[config.mk]
export PLATFORM = sky130hd
export DESIGN_NAME = mux_wr_master
export DESIGN_NICKNAME = d
export VERILOG_FILES = /design/src/rtl/mux_wr_pkg.sv /design/src/rtl/mux_wr_decode.sv /design/src/rtl/mux_wr_waitctr.sv /design/src/rtl/mux_wr_seq.sv /design/src/rtl/mux_wr_drive.sv /design/src/rtl/mux_wr_master.sv
export SDC_FILE = /design/constraint.sdc
export NUM_CORES = 1
export LEC_CHECK = 0
export BUFFER_PORTS_ARGS = -buffer_cell sky130_fd_sc_hd__buf_4
export CAP_MARGIN = 10
export CORE_ASPECT_RATIO = 0.7
export CORE_MARGIN = 3
export CORE_UTILIZATION = 48
export DETAILED_ROUTE_END_ITERATION = 10
export GPL_TIMING_DRIVEN = 0
export PLACE_DENSITY_LB_ADDON = 0.2
export SYNTH_ARGS = -nofsm -noshare
export SYNTH_HDL_FRONTEND = slang
export SYNTH_HIERARCHICAL = 1
export SYNTH_SLANG_ARGS = --single-unit
[constraint.sdc]
create_clock -name clk -period 2.5 [get_ports clk]
set_clock_uncertainty 0.15 [all_clocks]
set_input_delay 0.75 -clock clk [delete_from_list [all_inputs] [get_ports clk]]
set_output_delay 0.75 -clock clk [all_outputs]
set_load 0.005 [all_outputs]
[src/rtl/mux_wr_pkg.sv]
package mux_wr_pkg;

    localparam int BUS_W     = 32;
    localparam int ADDR_W    = 26;
    localparam int SIZE_W    = 3;
    localparam int LANES     = BUS_W / 8;
    localparam int MAX_BEATS = 8;
    localparam int BIDX_W    = $clog2(MAX_BEATS);
    localparam int PAD_W     = BUS_W - SIZE_W - ADDR_W;

    localparam logic [SIZE_W-1:0] SZ_BYTE = 3'b000;
    localparam logic [SIZE_W-1:0] SZ_WORD = 3'b001;
    localparam logic [SIZE_W-1:0] SZ_QUAD = 3'b011;

    typedef enum logic [1:0] {
        PH_IDLE = 2'd0,
        PH_ADDR = 2'd1,
        PH_DATA = 2'd2
    } phase_e;

    typedef struct packed {
        logic [SIZE_W-1:0] size;
        logic [ADDR_W-1:0] addr;
        logic              dma;
    } xfer_hdr_t;

    typedef struct packed {
        logic [BUS_W-1:0] ad;
        logic             frame_n;
        logic             rdwr;
        logic [LANES-1:0] we_n;
        logic             bs_n;
        logic             cs_n;
        logic             dack;
    } pins_t;

    localparam pins_t PINS_IDLE = '{ad: '0, frame_n: 1'b1, rdwr: 1'b1,
                                    we_n: '1, bs_n: 1'b1, cs_n: 1'b1,
                                    dack: 1'b0};

    // Index of the final beat for a size code.
    function automatic logic [BIDX_W-1:0] last_beat_of(input logic [SIZE_W-1:0] sz);
        if (sz[SIZE_W-1])
            return BIDX_W'(MAX_BEATS - 1);
        else if (sz == SZ_QUAD)
            return BIDX_W'(1);
        else
            return '0;
    endfunction

    // Active-high byte-lane enables from size code and low address bits.
    function automatic logic [LANES-1:0] lanes_of(input logic [SIZE_W-1:0] sz,
                                                  input logic [1:0] lo);
        logic [LANES-1:0] en;
        if (sz == SZ_BYTE)
            en = LANES'(1) << lo;
        else if (sz == SZ_WORD)
            en = lo[1] ? 4'b1100 : 4'b0011;
        else
            en = '1;
        return en;
    endfunction

    function automatic logic [BUS_W-1:0] addr_word(input xfer_hdr_t h);
        return {h.size, {PAD_W{1'b0}}, h.addr};
    endfunction

endpackage

[src/rtl/mux_wr_decode.sv]
module mux_wr_decode
    import mux_wr_pkg::*;
(
    input  logic [SIZE_W-1:0] size,
    input  logic [1:0]        addr_lo,
    output logic [BIDX_W-1:0] last_idx,
    output logic [LANES-1:0]  lane_en
);
    always_comb begin
        last_idx = last_beat_of(size);
        lane_en  = lanes_of(size, addr_lo);
    end
endmodule

[src/rtl/mux_wr_waitctr.sv]
module mux_wr_waitctr #(
    parameter int CNT_W = 4
) (
    input  logic             clk,
    input  logic             rst,
    input  logic             load,
    input  logic [CNT_W-1:0] load_val,
    output logic             expired
);
    logic [CNT_W-1:0] cnt_q;

    always_ff @(posedge clk) begin
        if (rst)
            cnt_q <= '0;
        else if (load)
            cnt_q <= load_val;
        else if (cnt_q != '0)
            cnt_q <= cnt_q - 1'b1;
    end

    assign expired = (cnt_q == '0);

    // internal waits count down one per cycle once loaded
    a_r5_count_down: assert property (@(posedge clk) disable iff (rst)
        (!load && cnt_q != '0) |=> (cnt_q == $past(cnt_q) - 1'b1));
endmodule

[src/rtl/mux_wr_seq.sv]
module mux_wr_seq
    import mux_wr_pkg::*;
#(
    parameter int IWAIT_W = 4
) (
    input  logic                       clk,
    input  logic                       rst,
    input  logic                       req_valid,
    input  xfer_hdr_t                  req_hdr,
    input  logic [MAX_BEATS*BUS_W-1:0] req_wdata,
    input  logic [IWAIT_W-1:0]         cfg_iwait,
    input  logic                       rdy_n,
    output phase_e                     phase,
    output xfer_hdr_t                  hdr,
    output logic [BIDX_W-1:0]          beat,
    output logic [BIDX_W-1:0]          last_idx,
    output logic [LANES-1:0]           lane_en,
    output logic [BUS_W-1:0]           beat_word,
    output logic                       done
);
    phase_e                     phase_q;
    xfer_hdr_t                  hdr_q;
    logic [MAX_BEATS*BUS_W-1:0] data_q;
    logic [BIDX_W-1:0]          beat_q;
    logic                       done_q;
    logic                       waits_gone;
    logic                       beat_ends;

    mux_wr_decode u_decode (
        .size     (hdr_q.size),
        .addr_lo  (hdr_q.addr[1:0]),
        .last_idx (last_idx),
        .lane_en  (lane_en)
    );

    mux_wr_waitctr #(.CNT_W(IWAIT_W)) u_waitctr (
        .clk      (clk),
        .rst      (rst),
        .load     (phase_q == PH_ADDR),
        .load_val (cfg_iwait),
        .expired  (waits_gone)
    );

    assign beat_ends = (phase_q == PH_DATA) && waits_gone && !rdy_n;

    always_ff @(posedge clk) begin
        if (rst) begin
            phase_q <= PH_IDLE;
            hdr_q   <= '0;
            data_q  <= '0;
            beat_q  <= '0;
            done_q  <= 1'b0;
        end else begin
            done_q <= 1'b0;
            unique case (phase_q)
                PH_IDLE: begin
                    if (req_valid) begin
                        hdr_q   <= req_hdr;
                        data_q  <= req_wdata;
                        phase_q <= PH_ADDR;
                    end
                end
                PH_ADDR: begin
                    beat_q  <= '0;
                    phase_q <= PH_DATA;
                end
                PH_DATA: begin
                    if (beat_ends) begin
                        if (beat_q == last_idx) begin
                            phase_q <= PH_IDLE;
                            done_q  <= 1'b1;
                        end else begin
                            beat_q <= beat_q + 1'b1;
                        end
                    end
                end
                default: phase_q <= PH_IDLE;
            endcase
        end
    end

    assign phase     = phase_q;
    assign hdr       = hdr_q;
    assign beat      = beat_q;
    assign beat_word = data_q[beat_q*BUS_W +: BUS_W];
    assign done      = done_q;

    // no beat progress while internal waits remain
    a_r5_hold_internal: assert property (@(posedge clk) disable iff (rst)
        (phase_q == PH_DATA && !waits_gone) |=> (phase_q == PH_DATA && $stable(beat_q)));

    // ready high stretches the current beat
    a_r6_stretch: assert property (@(posedge clk) disable iff (rst)
        (phase_q == PH_DATA && rdy_n) |=> (phase_q == PH_DATA && $stable(beat_q)));

    // beat index never runs past the size's final beat
    a_r4_beat_bound: assert property (@(posedge clk) disable iff (rst)
        (phase_q == PH_DATA) |-> (beat_q <= last_idx));

    // captured request frozen while busy
    a_r10_hold_request: assert property (@(posedge clk) disable iff (rst)
        (phase_q != PH_IDLE) |=> ($stable(hdr_q) && $stable(data_q)));

    // done lasts one cycle
    a_r10_done_pulse: assert property (@(posedge clk) disable iff (rst)
        done_q |=> !done_q);
endmodule

[src/rtl/mux_wr_drive.sv]
module mux_wr_drive
    import mux_wr_pkg::*;
(
    input  phase_e            phase,
    input  xfer_hdr_t         hdr,
    input  logic [BIDX_W-1:0] beat,
    input  logic [BIDX_W-1:0] last_idx,
    input  logic [LANES-1:0]  lane_en,
    input  logic [BUS_W-1:0]  beat_word,
    output pins_t             pins
);
    always_comb begin
        pins = PINS_IDLE;
        unique case (phase)
            PH_ADDR: begin
                pins.ad      = addr_word(hdr);
                pins.frame_n = 1'b0;
                pins.rdwr    = 1'b0;
                pins.bs_n    = 1'b0;
                pins.cs_n    = 1'b0;
                pins.dack    = hdr.dma;
            end
            PH_DATA: begin
                pins.ad      = beat_word;
                pins.frame_n = (beat == last_idx);
                pins.rdwr    = 1'b0;
                pins.we_n    = ~lane_en;
                pins.cs_n    = 1'b0;
                pins.dack    = hdr.dma;
            end
            default: pins = PINS_IDLE;
        endcase
    end
endmodule

[src/rtl/mux_wr_master.sv]
module mux_wr_master
    import mux_wr_pkg::*;
#(
    parameter int IWAIT_W = 4
) (
    input  logic                       clk,
    input  logic                       rst,
    input  logic                       req_valid,
    output logic                       req_ready,
    input  logic [SIZE_W-1:0]          req_size,
    input  logic [ADDR_W-1:0]          req_addr,
    input  logic                       req_dma,
    input  logic [MAX_BEATS*BUS_W-1:0] req_wdata,
    input  logic [IWAIT_W-1:0]         cfg_iwait,
    input  logic                       rdy_n,
    output logic [BUS_W-1:0]           ad_out,
    output logic                       frame_n,
    output logic                       rdwr,
    output logic                       bs_n,
    output logic                       cs_n,
    output logic [LANES-1:0]           we_n,
    output logic                       dack,
    output logic                       done
);
    phase_e            phase;
    xfer_hdr_t         hdr;
    xfer_hdr_t         req_hdr;
    logic [BIDX_W-1:0] beat;
    logic [BIDX_W-1:0] last_idx;
    logic [LANES-1:0]  lane_en;
    logic [BUS_W-1:0]  beat_word;
    pins_t             pins;

    assign req_hdr = '{size: req_size, addr: req_addr, dma: req_dma};

    mux_wr_seq #(.IWAIT_W(IWAIT_W)) u_seq (
        .clk       (clk),
        .rst       (rst),
        .req_valid (req_valid),
        .req_hdr   (req_hdr),
        .req_wdata (req_wdata),
        .cfg_iwait (cfg_iwait),
        .rdy_n     (rdy_n),
        .phase     (phase),
        .hdr       (hdr),
        .beat      (beat),
        .last_idx  (last_idx),
        .lane_en   (lane_en),
        .beat_word (beat_word),
        .done      (done)
    );

    mux_wr_drive u_drive (
        .phase     (phase),
        .hdr       (hdr),
        .beat      (beat),
        .last_idx  (last_idx),
        .lane_en   (lane_en),
        .beat_word (beat_word),
        .pins      (pins)
    );

    assign req_ready = (phase == PH_IDLE);
    assign ad_out    = pins.ad;
    assign frame_n   = pins.frame_n;
    assign rdwr      = pins.rdwr;
    assign bs_n      = pins.bs_n;
    assign cs_n      = pins.cs_n;
    assign we_n      = pins.we_n;
    assign dack      = pins.dack;

    // bus start is a single-cycle pulse
    a_r3_bs_single: assert property (@(posedge clk) disable iff (rst)
        !bs_n |=> bs_n);

    // chip select and frame accompany bus start
    a_r3_bs_framed: assert property (@(posedge clk) disable iff (rst)
        !bs_n |-> (!cs_n && !frame_n && !rdwr));

    // no write enable during the address phase
    a_r8_no_we_addr: assert property (@(posedge clk) disable iff (rst)
        !bs_n |-> (&we_n));

    // idle master drives inactive strobes
    a_r1_idle_quiet: assert property (@(posedge clk) disable iff (rst)
        req_ready |-> (cs_n && frame_n && bs_n && (&we_n) && !dack));

    // done comes with idle strobes
    a_r10_done_idle: assert property (@(posedge clk) disable iff (rst)
        done |-> (req_ready && cs_n && frame_n));
endmodule

==> results.md, run 1 <==
| Item | Value |
| --- | --- |
| Sequential area share after synthesis | 45.60% |
| Synthesized netlist cell count | 1518 |
| Final count of negative-setup-slack endpoints | 39 |
| Final Max Slew Viols | 0 |
| Setup repair after global routing missed its margin | true |
| Cts-stage hold buffer count | 0 |
| Antenna violations before repair | 0 |
| Post-Synthesis Cell Area | 0.01300 mm^2 |
| Number of warnings issued by yosys | 6 |
| # IOs | 337 |
| Post-route cell area | 0.01737 mm^2 |
| Std cell rows | 49 |
| Post-route minimum period | 3.465 ns |
| # fillers | 2257 |
| Biggest cell delay along the critical path | 0.54 ns |
| Initial core utilization | 49.64% |
| Overflow left after global routing | 0 |
| Y dimension of the die | 143.7 um |
| Max-cap viol count | 0 |
| Most frequent standard cell in the layout excluding fill and tap cells | nand2_1 |
| Via Count | 12.76k |
| Final HPWL from detailed placement | 36810 um |
| Final worst slack | -0.9647 ns |
| Kind of end point of the critical path | primary output |
| Cell internal pwr | 0.008494 W |
| PwrDens | 677.8 mW/mm^2 |
| Number of nets with antenna violations after routing | 0 |
| Total Wirelength | 48000 um |
| Unique masters post-synth | 51 |
| Instance count after placement with tap cells included | 2211 |
| Post-CTS clock slew at the launch and capture registers of the worst setup and hold paths | 0.07 ns |
| TritonCTS sink count | 296 |
| Power share of the sequential group | 44.9% |
| Clock tree buffer depth | 3 |
| Endpoint with the worst hold slack | u_seq/u_waitctr/cnt_q[2] |
| Number of port buffers | 336 |
| Share of layout cells above drive strength 1 | 33.25% |
| Category of the critical setup timing path | reg2out |
| Number of flops mapped to enable cells by yosys | 0 |
| Reg2reg path depth | 6 |
| Startpoint of the worst register-to-register path | u_seq/u_waitctr/cnt_q[0] |
| Fraction of registers with async set/reset | 0% |
| Worst hold stages | 2 |
| Logic depth of the worst setup path including buffers | 8 |
| Net switching share of the total power | 27.86% |
| Data arrival time of the critical path | 2.56 ns |
| Achievable clock frequency | 288.6 MHz |
| Pin count of the biggest net entering global routing | 15 |
| Growth of design area from synthesis to finish | 33.66% |
| Vias in the first global route | 12.27k |
| Worst min-delay path category | in2reg |
| Most frequent CP cell | buf_12 |
| Flop2flop setup slack | 0.29 ns |
| Total routing resource utilization after global routing | 31.70% |
| Slowest cell on crit path | mux4_2 |
| Commonest cells after routing, fill and taps aside | 579 x nand2_1, 357 x buf_4, 292 x dfxtp_1 |
| Final worst hold slack | 0.2855 ns |
| Part of the cycle the worst path needs | 138.6% |
| Run status | finished, violations left |
| Biggest fanout along the worst timing path | 8 |
| Combined buffer and inverter count along the critical path | 4 |
| Failing checks | negative setup slack |
| Avg Inst Size Synth | 8.561 um^2 |
| Switch Pwr | 0.003280 W |
| Clock latency on the worst-skew pair | 0.54 ns |
| Dpl cell area | 0.01599 mm^2 |
| Number of buffers created by CTS | 28 |
| Die boundary width | 202.7 um |
| Vias per std cell | 5.607 |
| Worst-case vdd ir drop | 0.6078 mV |
| Clock root buffer | clkbuf_16 |
| Overall die area | 0.02912 mm^2 |
| Wire length of the first global-routing pass | 70350 um |
| Worst slew slack as a fraction of its limit | 50.31% |
| Hold Fails Final Rpt | 0 |
| Detailed Route Iter0 Violations | 1176 |
| Routed WL per cell | 21.09 um |
| Non-Filler Instances | 2276 |
| Gp weighted congestion | 0.9254 |
| Post-detailed-route DRC marker count | 0 |
| R2R Path End | u_seq/beat[2] |
| Sequence of cells on the critical path | buf_12, buf_12, buf_12, mux4_2, mux2_4, a22oi_2, nor2_1, buf_4 |
| Required time of the critical path | 1.60 ns |
| Standby leakage power | 6.992 nW |
| Crit start category | register |
| Top Family by Delay on Critical Path | multiplexers |
| Portion of total power attributed to the clock network | 36.7% |
| Total Power | 0.01177 W |
| Most common flop cell mapped by yosys | dfxtp_1 |
| Source of the worst hold timing path | rst |
| Core Area | 0.02618 mm^2 |
| Number of nets produced by synthesis | 1816 |
| Layout Nets | 2197 |
| Diode count | 0 |
| H-Tree Depth | 1 |
| Number of synthesized register bits | 296 |
| Combinational share of power | 18.4% |
| TritonCTS clock tree | done |
| Number of iterations in the first detailed-routing pass | 5 |
| Worst Max-Slew Pin Slew | 0.7454 ns |
==> power groups by stage <==
stage	Clock, W	Combinational, W	Sequential, W
after floorplan	0	0.00118	0.00531
after global routing	0.00453	0.00233	0.00532
after global placement	0	0.00201	0.00536
after detailed placement	0	0.00205	0.00538
final	0.00432	0.00216	0.00529
after CTS	0.00436	0.00211	0.00528
==> worst max path at each step <==
stage                       start          to
finish              u_seq/beat[0]  ad_out[24]
CTS                 u_seq/beat[0]  ad_out[24]
detailed placement  u_seq/beat[1]  ad_out[20]
global placement    u_seq/beat[1]  ad_out[20]
floorplan           u_seq/beat[0]  ad_out[25]
global route        u_seq/beat[0]  ad_out[24]
==> layout make-up <==
| class | instances | area, um^2 | area share (%) |
|---|---|---|---|
| inverters | 8 | 30.03 | 0.1729 |
| flip-flops and latches | 296 | 5936 | 34.17 |
| multi-input cells | 1085 | 6533 | 37.61 |
| repair buffers | 351 | 2710 | 15.60 |
| clock inverters | 10 | 120.1 | 0.6915 |
| plain buffers | 129 | 789.5 | 4.545 |
| clock buffers | 40 | 805.8 | 4.639 |
| well taps | 357 | 446.7 | 2.571 |
==> state kept, by name, indices dropped and copies added, names as in the netlist <==
name and flops:
u_seq/phase 2, u_seq/done 1, u_seq/beat 3, u_seq/hdr 30, u_seq/data_q 256, u_seq/u_waitctr/cnt_q 4
==> cell families (layout without fill, tap and decap cells) <==
logic type      after synthesis  count (layout)  synth area share [%]
simple gates                643             643                 19.70
compound gates              331             331                 14.15
flops                       296             296                 45.60
buf+inv                     137             538                 5.285
mux                          99              99                 14.34
xor+xnor                      8               8                0.5392
fa+ha+maj                     4               4                0.3851
==> cells in the mapped netlist, types with 7 or more instances <==
library cell | n | area, um^2
a21oi_1 | 287 | 1436
a22oi_1 | 17 | 127.6
buf_4 | 9 | 67.56
nor2_2 | 10 | 62.56
mux4_2 | 64 | 1441
a22oi_2 | 12 | 150.1
mux2_4 | 8 | 120.1
dfxtp_1 | 296 | 5926
clkbuf_1 | 43 | 161.4
nor2_1 | 24 | 90.09
nand2_1 | 580 | 2177
xnor2_1 | 8 | 70.07
mux2_2 | 26 | 292.8
buf_2 | 66 | 330.3
inv_1 | 7 | 26.28
==> stage by stage <==
step | utilization (%) | setup TNS (ns) | setup WS, ns
after floorplan | - | -1.775 | -0.1072
after global placement | 61.07 | -57.11 | -0.7051
after detailed placement | 61.07 | -54.41 | -0.7125
after CTS | 65.80 | -30.90 | -0.9740
after global routing | 66.35 | -32.80 | -1.029
final | 66.35 | -30.52 | -0.9647
==> metal layers <==
metal | track usage [%] | vias to the layer above | part of all wire, %
li1 | - | 5867 | -
met1 | 45.96 | 6094 | 43
met2 | 50.41 | 705 | 45
met3 | 4.460 | 95 | 9.3
met4 | 8.342 | 0 | 2.9
met5 | 0 | - | 0
==> timing repair <==
action | 4_1_cts | 5_1_grt
setup endpoints to repair | 41 | 40
buffers inserted | 10 | 3
endpoints found under the hold margin | 0 | 0
gates resized for setup | 64 | 14
pin swaps | 9 | 11
gates cloned | 0 | 2
Note: power is estimated with default switching activity, not from simulation.
==> run 2: changes to the inputs <==
--- a/config.mk
+++ b/config.mk
@@ -15,5 +15,4 @@
 export PLACE_DENSITY_LB_ADDON = 0.2
 export SYNTH_ARGS = -nofsm -noshare
 export SYNTH_HDL_FRONTEND = slang
-export SYNTH_HIERARCHICAL = 1
 export SYNTH_SLANG_ARGS = --single-unit
==> results.md, run 2 <==
| Item | Value | Delta |
| --- | --- | --- |
| Clock root buffer | clkbuf_16 |  |
| Proportion of netlist area held by the largest area contributor | 44.47% | -1.1 points |
| # fillers | 2346 | +3.9% |
| Post-placement worst setup slack | -0.8734 ns | -0.1609 ns |
| Number of buffers created by CTS | 28 | unchanged |
| Y dimension of the die | 145.4 um | +1.2% |
| Post-Route Utilization | 66.30% | about the same |
| Worst-case vdd ir drop | 0.5421 mV | -11% |
| Clock tree buffer depth | 3 | unchanged |
| Number of flops mapped to enable cells by yosys | 0 | unchanged |
| Post-CTS clock slew at the launch and capture registers of the worst setup and hold paths | 0.07 ns | about the same |
| Kind of end point of the critical path | primary output |  |
| Largest cells by area after synthesis | dfxtp_1 44%, nand2_1 17%, a21oi_1 16%, mux4_2 5.9%, mux2i_1 3.2% |  |
| Core Area | 0.02703 mm^2 | +3.2% |
| Vias per std cell | 5.913 | +5.5% |
| Gp weighted congestion | 0.9580 | +3.5% |
| Number of iterations in the first detailed-routing pass | 8 | +3 |
| Detailed Route Iter0 Violations | 1728 | +47% |
| PwrDens | 874.8 mW/mm^2 | +29% |
| Achievable clock frequency | 314.5 MHz | +9.0% |
| TritonCTS sink count | 296 | unchanged |
| Worst slew slack as a fraction of its limit | 40.85% | -9.5 points |
| Via Count | 14.61k | +14% |
| Number of synthesized register bits | 296 | unchanged |
| Final worst hold slack | 0.2861 ns | +0.0006040 ns |
| Endpoint with the worst hold slack | u_seq.hdr[5] |  |
| Cts-stage hold buffer count | 0 | unchanged |
| Number of nets produced by synthesis | 2006 | +10% |
| Final worst slack | -0.6797 ns | +0.2850 ns |
| TritonCTS clock tree | done |  |
| Source of the worst hold timing path | req_addr[4] |  |
| Initial core utilization | 49.30% | -0.34 points |
| Biggest register | u_seq.data_q |  |
| Run status | finished, violations left |  |
| Number of nets with antenna violations after routing | 0 | unchanged |
| Number of warnings issued by yosys | 0 | -6 |
| Flip-flop count of the largest register, all copies and words added | 256 | unchanged |
| Share of layout cells above drive strength 1 | 26.46% | -6.8 points |
| Final Max Slew Viols | 0 | unchanged |
| Data arrival time of the critical path | 2.28 ns | -0.28 ns |
| Sequential area share after synthesis | 44.47% | -1.1 points |
| Unique masters post-synth | 37 | -27% |
| H-Tree Depth | 1 | unchanged |
| Total Power | 0.01567 W | +33% |
| Final HPWL from detailed placement | 42960 um | +17% |
| Max-cap viol count | 0 | unchanged |
| Startpoint of the worst register-to-register path | u_seq.phase[1] |  |
| Fraction of registers with async set/reset | 0% | unchanged |
| Category of the critical setup timing path | reg2out |  |
| Pin count of the biggest net entering global routing | 15 | unchanged |
| Post-route minimum period | 3.180 ns | -0.2850 ns |
| Wire length of the first global-routing pass | 82580 um | +17% |
| Setup repair after global routing missed its margin | true |  |
| Final count of negative-setup-slack endpoints | 34 | -13% |
| R2R Path End | u_seq.data_q[159] |  |
| Flop2flop setup slack | 0.04 ns | -0.25 ns |
| Number of port buffers | 335 | -0.30% |
| Growth of design area from synthesis to finish | 34.47% |  |
| Worst min-delay path category | in2reg |  |
| Synthesized netlist cell count | 1705 | +12% |
| Antenna violations before repair | 2 | +2 |
| Die boundary width | 205.1 um | +1.2% |
| Overflow left after global routing | 0 | unchanged |
| Required time of the critical path | 1.60 ns | about the same |
| Biggest fanout along the worst timing path | 10 | +2 |
| Leading area contributor after synthesis | dfxtp_1 |  |
| Routed WL per cell | 23.43 um | +11% |
| Most common flop cell mapped by yosys | dfxtp_1 |  |
| Worst Max-Slew Pin Slew | 0.8872 ns | +0.1418 ns |
| Reg2reg path depth | 8 | +2 |
| Commonest cells after routing, fill and taps aside | 613 x nand2_1, 423 x a21oi_1, 350 x buf_4 |  |
| Post-Synthesis Cell Area | 0.01332 mm^2 | +2.5% |
| Total Wirelength | 57870 um | +21% |
| Failing checks | negative setup slack |  |
| Most frequent cell after synthesis | nand2_1 |  |
| Hold Fails Final Rpt | 0 | unchanged |
| Total Neg Setup Slack | -20.50 ns | +10.02 ns |
| Post-detailed-route DRC marker count | 0 | unchanged |
| Std cell rows | 50 | +2.0% |
| Avg Inst Size Synth | 7.815 um^2 | -8.7% |
| Clock latency on the worst-skew pair | 0.55 ns | about the same |
| Overall die area | 0.02983 mm^2 | +2.4% |
| Total routing resource utilization after global routing | 36.83% | +5.1 points |
| # IOs | 337 | unchanged |
| Cell types with the highest counts after synthesis | 615 x nand2_1, 430 x a21oi_1, 296 x dfxtp_1 |  |
| Part of the cycle the worst path needs | 127.2% | -11 points |
| Layout Nets | 2386 | +8.6% |
| Most frequent standard cell in the layout excluding fill and tap cells | nand2_1 |  |
| Standby leakage power | 6.999 nW | about the same |
| Vias in the first global route | 13.74k | +12% |
| Crit start category | register |  |
| Worst hold stages | 3 | +1 |
[run 2: cell types whose count changed after synthesis, sizes merged, moves of 6 or more]
cell    previous run  this run
clkbuf            43        67
a221o              0         7
mux2              34        23
a21oi            287       430
mux4              64        35
buf               86        72
a22oi             29         0
nand2            580       615
nor2              35         8
o21ai              4        56
xnor2              8         2
mux2i              1        42
[run 2: per-stage QoR]
step | instance area (um^2) | std cells
after floorplan | 13320 | 1705
after global placement | 16290 | 2404
after detailed placement | 16290 | 2404
after CTS | 17660 | 2461
after global routing | 17910 | 2469
final | 17920 | 2470
[run 2: metal layers]
layer  global-route usage (%)  vias up  routed length, um  share of wire (%)
li1                         -     6531                  -                  -
met4                    12.60        2               2383                4.1
met5                        0        -                 10              0.017
met1                    50.18     6827              22600                 39
met3                    13.39      184               8611                 15
met2                    54.24     1061              24270                 42
[run 2: how the worst max path moves through the flow]
stage	start	to	slack (ns)	cells after the start
floorplan	u_seq.phase[0]	ad_out[13]	0.09	8
global placement	u_seq.phase[1]	ad_out[13]	-0.86	9
detailed placement	u_seq.phase[1]	ad_out[13]	-0.87	9
CTS	u_seq.beat[2]	ad_out[3]	-0.66	7
global route	u_seq.beat[2]	ad_out[18]	-0.70	7
finish	u_seq.beat[2]	ad_out[31]	-0.68	7
[run 2: kinds of logic (layout without fill, tap and decap cells)]
group,after synthesis,count (layout),synth area share [%]
multiplexers,100,100,11.02
buffers and inverters,148,548,5.447
AO/OA/AOI/OAI,501,501,19.32
AND/OR/NAND/NOR,651,651,18.96
adder cells (fa/ha/maj),7,7,0.6573
other,0,1,0
XOR/XNOR,2,2,0.1315
flip-flops,296,296,44.47
[run 2: worst max-delay path, stage by stage (launching register included)]
cell and delay, ns:
dfxtp_2 0.34, buf_8 0.15, clkbuf_16 0.16, buf_12 0.15, a21oi_1 0.10, mux4_2 0.49, o21ai_2 0.18, buf_4 0.14
[run 2: power by group]
| part | total, W | switching, W | internal, W | leakage (nW) |
|---|---|---|---|---|
| clock | 0.00444 | 0.00194 | 0.00251 | 0.470 |
| combinational | 0.00500 | 0.00309 | 0.00191 | 4.10 |
| sequential | 0.00623 | 0.000672 | 0.00556 | 2.43 |
| total | 0.0157 | 0.00570 | 0.00997 | 7.00 |
[run 2: repair_timing]
action	CTS	global route
endpoints found under the setup margin	41	56
resized for setup	100	44
pin swaps	3	5
gates cloned	0	1
setup buffers	7	7
[run 2: cell type report]
type	count	area [um^2]	share of cell area [%]
Antenna cell	1	2.502	0.01397
Buffer	139	933.4	5.209
Clock buffer	41	870.8	4.860
Clock inverter	9	75.07	0.4190
Inverter	9	40.04	0.2235
Multi-Input combinational cell	1261	6904	38.53
Sequential cell	296	5936	33.13
Tap cell	364	455.4	2.542
Timing Repair Buffer	350	2700	15.07
==> run 3: changes to the inputs <==
==> constraint.sdc (replaced) <==
create_clock -name clk -period 2.9 [get_ports clk]
set_clock_uncertainty 0.15 [all_clocks]
set_input_delay 0.87 -clock clk [delete_from_list [all_inputs] [get_ports clk]]
set_output_delay 0.87 -clock clk [all_outputs]
set_load 0.1 [all_outputs]
==> results.md, run 3 (synthesized netlist as in run 2, its figures left out) <==
| Item | Value | Delta |
| --- | --- | --- |
| Run status | finished, violations left |  |
| Failing checks | negative setup slack |  |
| Final count of negative-setup-slack endpoints | 33 | -2.9% |
| Sequence of cells on the critical path | buf_12, clkbuf_16, buf_12, a21oi_1, mux4_2, o21ai_4, buf_12 |  |
| Share of layout cells above drive strength 1 | 28.56% | +2.1 points |
| Post-route minimum period | 3.439 ns |  |
| Data arrival time of the critical path | 2.42 ns | +0.14 ns |
| Number of iterations in the first detailed-routing pass | 6 | -2 |
| Post-detailed-route DRC marker count | 0 | unchanged |
| Part of the cycle the worst path needs | 118.6% |  |
| Crit start category | register |  |
| Total routing resource utilization after global routing | 37.93% | +1.1 points |
| Achievable clock frequency | 290.8 MHz |  |
| Setup repair after global routing missed its margin | true |  |
| Routed WL per cell | 24.28 um | +3.6% |
| TritonCTS sink count | 296 | unchanged |
| Commonest cells after routing, fill and taps aside | 595 x nand2_1, 404 x a21oi_1, 315 x buf_4 |  |
| Growth of design area from synthesis to finish | 40.96% |  |
| Y dimension of the die | 145.4 um | unchanged |
| TritonCTS clock tree | done |  |
| Most frequent standard cell in the layout excluding fill and tap cells | nand2_1 |  |
| Max-cap viol count | 0 | unchanged |
| Initial core utilization | 49.30% | unchanged |
| Final HPWL from detailed placement | 43410 um | +1.1% |
| Biggest cell delay along the critical path | 0.50 ns | about the same |
| Wire length of the first global-routing pass | 84680 um | +2.5% |
| PwrDens | 779.5 mW/mm^2 | -11% |
| Required time of the critical path | 1.88 ns | +0.28 ns |
| Most frequent CP cell | buf_12 |  |
| Antenna violations before repair | 3 | +1 |
| Clock latency on the worst-skew pair | 0.56 ns | about the same |
| Final Max Slew Viols | 0 | unchanged |
| Post-route cell area | 0.01878 mm^2 | +4.8% |
| # IOs | 337 | unchanged |
| Post-CTS clock slew at the launch and capture registers of the worst setup and hold paths | 0.07 ns | about the same |
| Clock root buffer | clkbuf_16 |  |
| Clock tree buffer depth | 3 | unchanged |
| Overall die area | 0.02983 mm^2 | unchanged |
| Vias per std cell | 5.956 | +0.73% |
| Pin count of the biggest net entering global routing | 15 | unchanged |
| Dpl cell area | 0.01680 mm^2 | +3.1% |
| Worst-case vdd ir drop | 0.5458 mV | +0.69% |
| Flip-flop count of the largest register, all copies and words added | 256 | unchanged |
| Worst slew slack as a fraction of its limit | 38.67% | -2.2 points |
| Instance count after placement with tap cells included | 2404 | unchanged |
| Worst Max-Slew Pin Slew | 0.9199 ns | +0.03270 ns |
| Post-Route Utilization | 69.50% | +3.2 points |
| Category of the critical setup timing path | reg2out |  |
| H-Tree Depth | 1 | unchanged |
| Hold Fails Final Rpt | 0 | unchanged |
| Biggest fanout along the worst timing path | 10 | unchanged |
| Biggest register | u_seq.data_q |  |
| Kind of end point of the critical path | primary output |  |
| Worst min-delay path category | reg2reg |  |
| Final worst slack | -0.5391 ns | +0.1406 ns |
| Non-Filler Instances | 2468 | -0.081% |
| Number of buffers created by CTS | 29 | +3.6% |
| Layout Nets | 2383 | -0.13% |
| Slowest cell on crit path | mux4_2 |  |
| Standby leakage power | 7.291 nW | +4.2% |
| Overflow left after global routing | 0 | unchanged |
| Vias in the first global route | 14.14k | +2.9% |
| Detailed Route Iter0 Violations | 1810 | +4.7% |
| Number of port buffers | 335 | unchanged |
| Via Count | 14.70k | +0.64% |
| Gp weighted congestion | 0.9962 | +4.0% |
| Die boundary width | 205.1 um | unchanged |
| Total Wirelength | 59920 um | +3.5% |
| Std cell rows | 50 | unchanged |
| Core Area | 0.02703 mm^2 | unchanged |
| Number of nets with antenna violations after routing | 0 | unchanged |
| Total Power | 0.01464 W | -6.6% |
-- run 3: per-layer routing --
metal,GRT usage [%],routed length [um],up-vias,share of wire [%]
met1,50.91,23550,6906,39
li1,-,-,6520,-
met5,0,13,-,0.022
met3,13.46,8217,166,14
met4,15.06,2324,2,3.9
met2,56.00,25820,1105,43
-- run 3: final cells by class --
type	instances	area, um^2
timing repair buffer	346	3077
antenna	3	7.507
buffer	139	1006
clock buffer	41	840.8
multi-input combinational	1261	7291
fill	2239	8244
inverter	9	43.79
sequential	296	5933
tap	364	455.4
clock inverter	9	127.6
-- run 3: per-stage QoR --
step           hold slack [ns]  setup WS, ns  setup TNS, ns
6_report                0.3074       -0.5391         -14.42
5_1_grt                 0.3229       -0.5588         -15.44
4_1_cts                 0.3048       -0.5055         -13.92
3_5_place_dp            0.2971       -0.4164         -13.38
3_3_place_gp            0.2889       -0.4010         -15.01
2_1_floorplan           0.2817       -0.3701         -2.450
-- run 3: critical path: cells and delay by family (launching register included) --
| family | cells | cell delay (ns) |
|---|---|---|
| DFF | 1 | 0.34 |
| buffers and inverters | 4 | 0.68 |
| muxes | 1 | 0.50 |
| AOI/OAI and AO/OA | 2 | 0.31 |
-- run 3: final timing paths --
path / startpoint / endpoint / slack (ns) / cells after the start
worst max-delay path: u_seq.beat[2] / ad_out[31] / -0.54 / 7
worst min-delay path: u_seq.data_q[111] / u_seq.data_q[111] / 0.31 / 2
worst max register to register: u_seq.phase[1] / u_seq.data_q[30] / 0.41 / 8
worst min register to register: u_seq.data_q[111] / u_seq.data_q[111] / 0.31 / 2
-- run 3: repair_timing --
item,CTS,global route
cloned,2,3
hold buffers,0,0
buffers inserted,5,1
gates resized for setup,180,44
setup endpoints to repair,37,33
pin swaps,3,5
-- run 3: report_power, final --
part	switching [W]	internal, W	leakage, nW
clock network	0.00167	0.00227	0.468
logic	0.00351	0.00181	4.39
registers	0.000598	0.00479	2.43
